`config.mk`:
```
export PLATFORM = sky130hd
export DESIGN_NAME = eeprom_image_prog
export DESIGN_NICKNAME = d
export VERILOG_FILES = /design/src/rtl/eeprom_image_prog.sv
export SDC_FILE = /design/constraint.sdc
export NUM_CORES = 1
export LEC_CHECK = 0
export CELL_PAD_IN_SITES_DETAIL_PLACEMENT = 1
export CELL_PAD_IN_SITES_GLOBAL_PLACEMENT = 2
export CORE_ASPECT_RATIO = 1.2
export CORE_UTILIZATION = 31
export CTS_CLUSTER_SIZE = 14
export DETAILED_ROUTE_END_ITERATION = 12
export MAX_ROUTING_LAYER = met4
export PLACE_DENSITY_LB_ADDON = 0.2
export SKIP_LAST_GASP = 1
export SLEW_MARGIN = 10
export SYNTH_ARGS = -nofsm -noshare
export SYNTH_HDL_FRONTEND = slang
export SYNTH_SLANG_ARGS = --single-unit
```
`constraint.sdc`:
```
create_clock -name clk -period 5.1 [get_ports clk]
set_input_delay 1.02 -clock clk [delete_from_list [all_inputs] [get_ports clk]]
set_output_delay 1.02 -clock clk [all_outputs]
set_load 0.02 [all_outputs]
```
`src/rtl/eeprom_image_prog.sv`:
```
module eeprom_image_prog #(
  parameter logic [15:0] SUM_TARGET = 16'hBABA
) (
  input  logic        clk,
  input  logic        rst_n,
  input  logic        start,
  input  logic [47:0] station_addr,
  input  logic        wide_mode,
  output logic        cmd_valid,
  input  logic        cmd_ready,
  output logic        cmd_write,
  output logic [7:0]  cmd_addr,
  output logic [15:0] cmd_wdata,
  input  logic        rsp_valid,
  input  logic        rsp_error,
  input  logic [15:0] rsp_rdata,
  output logic        busy,
  output logic        done,
  output logic        fail
);
  typedef enum logic [2:0] {S_IDLE, S_SUM, S_WREQ, S_WWAIT, S_RREQ, S_RWAIT} st_t;
  st_t         st;
  logic [47:0] mac_q;
  logic        wide_q;
  logic [7:0]  idx;
  logic [15:0] acc, csum, word;
  logic [7:0]  last_idx;

  assign last_idx = wide_q ? 8'hFF : 8'h3F;

  always_comb begin
    if (idx == last_idx)                   word = csum;
    else if (idx < 8'd3)                   word = mac_q[{idx[1:0], 4'd0} +: 16];
    else if (idx == 8'd10)                 word = 16'h40C0;
    else if (idx == 8'd11 || idx == 8'd12) word = 16'h0000;
    else                                   word = 16'hFFFF;
  end

  assign busy      = (st != S_IDLE);
  assign cmd_valid = (st == S_WREQ) || (st == S_RREQ);
  assign cmd_write = (st == S_WREQ);
  assign cmd_addr  = idx;
  assign cmd_wdata = word;

  always_ff @(posedge clk) begin
    if (!rst_n) begin
      st <= S_IDLE; mac_q <= '0; wide_q <= 1'b0; idx <= '0;
      acc <= '0; csum <= '0; done <= 1'b0; fail <= 1'b0;
    end else begin
      case (st)
        S_IDLE: if (start) begin
          mac_q <= station_addr; wide_q <= wide_mode;
          idx <= '0; acc <= '0; done <= 1'b0; fail <= 1'b0;
          st <= S_SUM;
        end
        S_SUM: begin
          acc <= acc + word;
          if (idx == last_idx - 8'd1) begin
            csum <= SUM_TARGET - (acc + word);
            idx  <= '0;
            st   <= S_WREQ;
          end else idx <= idx + 8'd1;
        end
        S_WREQ: if (cmd_ready) st <= S_WWAIT;
        S_WWAIT: if (rsp_valid) begin
          if (rsp_error) begin
            st <= S_IDLE; done <= 1'b1; fail <= 1'b1;
          end else if (idx == last_idx) begin
            idx <= '0; st <= S_RREQ;
          end else begin
            idx <= idx + 8'd1; st <= S_WREQ;
          end
        end
        S_RREQ: if (cmd_ready) st <= S_RWAIT;
        S_RWAIT: if (rsp_valid) begin
          if (rsp_error || rsp_rdata != word) begin
            st <= S_IDLE; done <= 1'b1; fail <= 1'b1;
          end else if (idx == last_idx) begin
            st <= S_IDLE; done <= 1'b1;
          end else begin
            idx <= idx + 8'd1; st <= S_RREQ;
          end
        end
        default: st <= S_IDLE;
      endcase
    end
  end
endmodule

```
# After elaboration in Yosys (flattened, before gate mapping)
# Cells that the tools add are included.
dict set report op_classes {
  n_lt_le_gt_ge 1
  add_sub_neg 4
  shift 1
  mux 37
  eq_ne 23
  reduce_logical 15
}
# op n
set ops {}
lappend ops {{2-to-1 mux 16 bit} 5}
lappend ops {{2-to-1 mux 8 bit} 9}
lappend ops {{indexed part select 48 x 7 -> 16 bit} 1}
lappend ops {{case mux 16 bit (2 select lines)} 1}
lappend ops {{case mux 8 bit (4 select lines)} 1}
lappend ops {{2-to-1 mux 3 bit} 10}
lappend ops {{== test 8 x 4 -> 1 bit (second input constant)} 3}
lappend ops {{inequality test 2 bit (second input constant)} 11}
lappend ops {{case mux 3 bit (6 select lines)} 1}
lappend ops {{AND reduction 6 bit} 3}
lappend ops {{adder 16 bit} 1}
lappend ops {{== test 8 bit} 2}
lappend ops {{inequality test 16 bit} 1}
lappend ops {{subtractor 16 bit (first input constant)} 1}
lappend ops {{adder 8 x 1 -> 8 bit (second input constant)} 1}
lappend ops {{< comparator 8 x 2 -> 1 bit (second input constant)} 1}
lappend ops {{2-to-1 mux 1 bit} 8}
lappend ops {{subtractor 8 x 1 -> 8 bit (second input constant)} 1}
lappend ops {{AND reduction 7 bit} 1}
lappend ops {{== test 3 x 2 -> 1 bit (second input constant)} 2}
lappend ops {{== test 3 bit (second input constant)} 2}
lappend ops {{case mux 1 bit (3 select lines)} 2}
lappend ops {{AND reduction 2 bit} 3}
lappend ops {{nonzero test 3 bit} 2}
lappend ops {{other kinds (6)} 8}
dict set report totals {
  inputBits 71
  out_inout_bits 29
  wordCells 89
  ff_bits 94
}

# Longest topological paths before layout
# Gate-level depths: netlist of the first run.
dict set report depth {
  word_depth 11
  ltp_mapped 19
  ltp_nobuf 17
}

# Worst setup path after synthesis of the first run
# No wires, ideal clock.
dict set report synth_timing {
  path_type {reg-to-reg}
  start {register idx[0], in the netlist cmd_addr[0]}
  end {register csum[14]}
  arrival_ns 4.969
  setup_slack_ns 0.046
  period_less_slack_ns 5.054
  path_buffers 2
  path_stages_with_launch 20
  t_required_ns 5.014
  setup_ns 0.086
  path_cell_list {dfxtp_1 > clkbuf_8 > inv_1 > clkbuf_1 > ha_1 > or3_4 > o2111ai_2 > nand2_1 > o21ai_0 > ha_1 > fa_1 > a211oi_1 > nor2_1 > xor2_1 > nand3_1 > a21oi_1 > o21ai_0 > a2111oi_0 > xor2_1 > a211oi_1}
}
dict set report synth_via {
  elab_chain_cells 8
  elab_cells_between_ends 15
  classes_between {2 x add/sub; 1 x order compare; 5 x eq/ne; 1 x shift; 4 x mux; 2 x reduce/logical}
}
# element line
set synth_lines {}
lappend synth_lines {{from (decl)} 25} ;# logic [7:0] idx;
lappend synth_lines {{from (signal assigned)} 62} ;# end else idx <= idx + 8'd1;
lappend synth_lines {{parallel branches: the longest is 5 deep, another holds indexed part select 48 x 7 -> 16 bit} --}
lappend synth_lines {{2-to-1 mux 16 bit *} 32} ;# if (idx == last_idx) word = csum;
lappend synth_lines {{net cmd_wdata[0]} 13} ;# output logic [15:0] cmd_wdata,
lappend synth_lines {{adder 16 bit *} 59} ;# csum <= SUM_TARGET - (acc + word);
lappend synth_lines {{subtractor 16 bit *} 59}
lappend synth_lines {{to (signal assigned)} 59}
lappend synth_lines {{to (decl)} 26} ;# logic [15:0] acc, csum, word;
# Mark *: on every way through the listed nets, which the timed path passes.
# A chain may end at the register's enable or synchronous reset.

# Worst setup path after layout of the first run
dict set report layout_timing {
  start {register idx[0], in the netlist cmd_addr[0]}
  end {register csum[14]}
}
dict set report layout_via {
  elab_chain_cells 8
  elab_cells_between_ends 15
  classes_between {2 x add/sub; 1 x order compare; 5 x eq/ne; 1 x shift; 4 x mux; 2 x reduce/logical}
}
# element
set layout_lines {}
lappend layout_lines {{parallel branches: the longest is 8 deep, another holds adder 16 bit}}
# Parallel ways; which one is timed is not known.

==> metrics.cfg, run 1 <==
[run_status]
status=finished clean

[yosys]
synth_top_area_share_pct=32.65
synthFlopType=dfxtp_1
yosysWarnings=0
synth_cells=744
synth_cell_types=74
yosys.area.top_type=dfxtp_1
synthTopCellsByArea=dfxtp_1 (33%), nand2_1 (10%), a21oi_1 (7.1%)
seq_area_frac_synth_pct=32.65
synthesis.area_sq_um=5764
syn_nets=835
synth_edf_count=0
synthArstFlopShare_pct=0
synth_area_per_cell_sq_um=7.748
ys_ff_latch=94

[hold_path]
hold_path_class=reg2reg

[critical_path]
critPathMaxFanout=12
r2r_slack_ps=370
crit_path_end_kind=flop
crit_required_ps=5370
crit_path_top_delay_cell=a2111oi_0
crit_family=compound AO/OA/AOI/OAI gates
start_kind=flop
path_cells=buf_4 > inv_1 > ha_1 > or3_4 > o2111ai_2 > nand2_1 > o21ai_1 > ha_1 > a21o_1 > a2111o_1 > a211oi_2 > nor2_1 > a21oi_1 > nand2_1 > a2111oi_0 > xor2_1 > a211oi_1
slowest_delay_ps=500
critical_path_class=reg2reg
worstPathArrival_ps=5000
cp_num_buf_inv=2

[grt]
grt_max_degree=51
grt_overflow=0
grt_pass1_wl_um=31350
grtUsageTotal_pct=21.70
grt_antenna_before_repair=1
grt_pass1_vias=5921

[sta]
tns_ps=0
slew_headroom_pct=21.48
fmax_mhz=211.4
tightestPinTransition_ps=1178
fin_skew_ps=10.91
fin_crit_sh_pct=92.75
slew_viol_final=0
finalHoldViolCount=0
final-setup-viol-count=0
finalCriticalPeriod_ps=4730

[final_layout]
nFillCells=2201
final_nets=920
most-common-layout-cells=nand2_1 (155), clkdlybuf4s50_1 (99), dfxtp_1 (94), a21oi_1 (82), nor2_1 (50)
fin_util_pct=39.92
synthToLayoutAreaGrowth_pct=25.87
final_common_cell=nand2_1
drive_gt1_share_pct=9.592

[drt]
drc=0
wl_per_cell_um=18.61
via_count=5691
first_pass_iters=4
ant_nets=0
wirelength_um=19710
drtIter0Drc=260
via_per_inst=5.374

[pwr]
clockPowerShare_pct=21.7
seqPwrFrac_pct=30.1
switchingPower_mw=1.360
swShare_pct=43.47
pwr-share-comb_pct=48.1
p_int_mw=1.769
power.leakage_nw=2.714
ir_worst_vdd_uv=160.5
p_total_mw=3.129
power.density_nw_per_um2=431.3

[clock_network]
postCtsResizedCells=0
cts.sink_count=94
numCtsBuffers=9
clk_latency_ps=350
cts_max_level=3
cts_tree=yes
cts_setup_buffers=0
clock_path_buffers=2
hold_buffers=0
path_clk_slew_ps=70
root_buffer=clkbuf_16

[die]
io_pins=100
start_util_pct=31.72
num_rows=54
core_sq_um=18170
die_w_um=126.5
die_h_um=151.4
dieArea_sq_um=19150

[placed_design]
dp_hpwl_um=15250
gp_congestion=0.8732
portBuffers=99

[job]
cap_viol_max_count=0

## sequential cells by signal (all words and copies together) (netlist names)
register,flops
csum,16
fail,1
wide_q,1
acc,16
done,1
st,3
cmd_addr,8
mac_q,48
## logic make-up after synthesis
family          share of synthesized area, %
mux                                    3.820
fa+ha+maj                              4.472
buf+inv                                5.535
xor+xnor                               4.406
compound gates                         23.81
simple gates                           25.31
flops                                  32.65
## routing by layer
metal | up-vias | global-route usage [%] | routed length, um | part of all wire (%)
met5 | - | - | 0 | 0
met4 | 0 | 7.952 | 405 | 2.1
met3 | 19 | 2.826 | 654 | 3.3
met2 | 110 | 38.34 | 9909 | 50
met1 | 2734 | 25.17 | 8736 | 44
li1 | 2828 | - | - | -
## synthesized netlist by cell type (all sizes together) (2+ instances only)
cell type and count:
nand2b 5, a2111o 2, ha 19, and2 7
o221ai 2, inv 15, o31ai 2, a221oi 10
xor2 20, a2111oi 2, mux2i 13, or2 4
o21a 4, buf 11, o21ai 27, xnor2 9
nor3 21, dfxtp 94, or4 4, o311a 2
nor4 7, o2bb2ai 12, nor3b 4, or3 7
o211a 2, o211ai 11, o2111ai 6, nor4b 2
a21oi 82, a21o 7, a211oi 10, clkbuf 36
nand2 157, o22ai 5, o21bai 3, nor2 50
a31oi 9, nor2b 2, mux2 8, nand3 25
and3 11
## worst register-to-register path, stage by stage, from the launching register on
cell	delay, ps
dfxtp_1	340
buf_4	180
inv_1	110
ha_1	250
or3_4	340
o2111ai_2	170
nand2_1	270
o21ai_1	340
ha_1	350
a21o_1	230
a2111o_1	420
a211oi_2	300
nor2_1	120
a21oi_1	200
nand2_1	170
a2111oi_0	500
xor2_1	120
a211oi_1	230
## power groups by stage
stage                     sequential [mW]  combinational, mW  clock, mW
after CTS                           0.944               1.52      0.701
final                               0.943               1.51      0.679
after floorplan                     0.915               1.04          0
after global routing                0.958               1.67      0.724
after global placement              0.954               1.48          0
after detailed placement            0.961               1.51          0
## layout make-up
class                           count  area, sq um  area share (%)
Timing Repair Buffer              122         1164           16.04
Sequential cell                    94         1882           25.94
Clock buffer                       10        239.0           3.294
Clock inverter                      6        51.30          0.7070
Inverter                           15        57.56          0.7932
Multi-Input combinational cell    587         3580           49.34
Antenna cell                        1        2.502         0.03449
Tap cell                          224        280.3           3.863
## final timing paths
path / start / end / cells past startpoint
max: cmd_addr[0] / csum[14] / 17
min: done / done / 2
max reg2reg: cmd_addr[0] / csum[14] / 17
min reg2reg: done / done / 2
## metrics by stage
stage	area, sq um	setup WS, ps	hold slack, ps	cells
final	7256	369.8	445.9	1059
after global routing	7256	-1.470	466.1	1059
after CTS	7239	105.3	451.1	1058
after detailed placement	6949	118.9	440.7	1042
after global placement	6949	165.4	435.5	1042
after floorplan	5764	45.71	432.9	744
(Power assumes the default switching activity.)
==> run 2, diff against run 1 <==
CORE_MARGIN = 8   (was unset)
==> metrics.cfg, run 2 (same netlist as run 1, synthesis figures left out) <==
[critical_path]
startpoint=cmd_addr[4]
reg2reg_depth=16
start_kind=flop
crit_required_ps=5320
crit_family=compound AO/OA/AOI/OAI gates
path_depth=16
r2r_slack_ps=430
critPathMaxFanout=16
critical_path_class=reg2reg
crit_path_top_delay_cell=fa_1
worstPathArrival_ps=4890
cp_common_cell=o21ai_0
path_cells=nor4_4 > nand2_2 > a221oi_1 > o21ai_0 > ha_1 > fa_1 > a211oi_1 > o21ai_0 > a21oi_1 > xor2_1 > buf_4 > a221oi_1 > o2111ai_1 > o21ai_0 > xor2_1 > o22ai_1
crit_path_end_kind=flop
regToRegStartpoint=cmd_addr[4]
slowest_delay_ps=430
cp_num_buf_inv=1

[sta]
worst_slack_ps=430.9
tns_ps=0
fin_crit_sh_pct=91.55
rsz0062_at_grt=no
fmax_mhz=214.2
slew_viol_final=0
slew_headroom_pct=31.68
fin_skew_ps=13.00
tightestPinTransition_ps=1021
finalCriticalPeriod_ps=4669
final-setup-viol-count=0
finalHoldViolCount=0

[final_layout]
register_area_sq_um=1882
instances_no_fill=1061
drive_gt1_share_pct=9.438
final_nets=923
synthToLayoutAreaGrowth_pct=26.33
top_regs=mac_q x48, acc x16, csum x16
finalInstanceArea_sq_um=7282
most-common-layout-cells=nand2_1 (155), clkdlybuf4s50_1 (99), dfxtp_1 (94), a21oi_1 (82), nor2_1 (50)
final_common_cell=nand2_1
multi_input_area_sq_um=3567
nFillCells=2231
largest_reg_flops=48
largest-register=mac_q
num_antenna_cells=0

[grt]
use_met1_pct=20.31
grt_util_met2_pct=30.90
use_met3_pct=2.272
grt_max_degree=50
grt_pass1_wl_um=31440
grt_overflow=0
grt_pass1_vias=5921
grt_antenna_before_repair=0
grt.busiest_layer=met2
grtUsageTotal_pct=17.65

[clock_network]
clk_latency_ps=350
hold_buffers=0
cts_tree=yes
root_buffer=clkbuf_16
cts_max_level=3
cts.sink_count=94
clock_path_buffers=2
path_clk_slew_ps=70
numCtsBuffers=9

[drt]
wl_per_cell_um=18.76
drtIter0Drc=211
via_per_inst=5.341
ant_nets=0
via_count=5667
drc=0
first_pass_iters=4
wirelength_um=19910

[pwr]
ir_worst_vdd_uv=165.3
p_total_mw=3.146
seqPwrFrac_pct=29.9
power.density_nw_per_um2=432.0
p_int_mw=1.804
switchingPower_mw=1.342
swShare_pct=42.67
pwr-share-comb_pct=48.1
power.leakage_nw=2.726
clockPowerShare_pct=22.0

[job]
cap_viol_max_count=0

[die]
dieArea_sq_um=23230
die_h_um=165.4
start_util_pct=31.60
core_sq_um=18240
die_w_um=140.5
num_rows=54
io_pins=100

[placed_design]
portBuffers=99
post-place-ws_ps=338.4
dp.cells=1043
gp_congestion=0.8487
dpl_cell_area_sq_um=6955
dp_hpwl_um=15690

[hold_path]
hold_path_class=reg2reg
worstHoldStart=mac_q[45]
min_path_cells=2

[run_status]
status=finished clean

## run 2: cell types whose count changed in the layout (fill, tap and decap cells not counted), moves of 2 or more
cell      previous run  this run
buf_4               23        25
a211oi_2             2         0
a211oi_1             8        10
o21ai_0             24        26
## run 2: layer usage
metal | vias up | share of wire (%)
li1 | 2827 | -
met1 | 2707 | 45
met2 | 106 | 50
met3 | 27 | 3.3
met4 | 0 | 2.2
met5 | - | 0
## run 2: repair_timing
item	in CTS	in global routing
gates resized for setup	0	1
setup buffers	0	2
setup endpoints to repair	0	1
## run 2: worst paths after layout
kind,end
min,mac_q[45]
max reg2reg,csum[15]
min reg2reg,mac_q[45]
max,csum[15]
## run 2: power groups by stage
stage                     clock network [mW]  registers (mW)  logic (mW)
after global routing                   0.740           0.959        1.67
after floorplan                            0           0.915        1.04
after detailed placement                   0           0.960        1.52
final                                  0.691           0.941        1.51
after CTS                              0.720           0.943        1.53
after global placement                     0           0.955        1.50
## run 2: stage by stage
step | utilization, % | hold slack, ps
2_1_floorplan | - | 432.9
3_3_place_gp | 38.13 | 436.9
3_5_place_dp | 38.13 | 444.3
4_1_cts | 39.76 | 455.8
5_1_grt | 39.92 | 473.2
6_report | 39.92 | 451.3
## run 2: worst register-to-register path: stages (launching register included)
cell and delay, ps:
dfxtp_1 420, nor4_4 390, nand2_2 260, a221oi_1 310
o21ai_0 190, ha_1 260, fa_1 430, a211oi_1 420
o21ai_0 200, a21oi_1 210, xor2_1 120, buf_4 170
a221oi_1 420, o2111ai_1 230, o21ai_0 270, xor2_1 170
o22ai_1 80
## run 2: cell type report
class	instances	area share, %
flip-flops and latches	94	25.84
clock buffers	10	3.144
well taps	224	3.849
clock inverters	6	0.9450
repair buffers	125	16.46
multi-input cells	587	48.99
inverters	15	0.7732
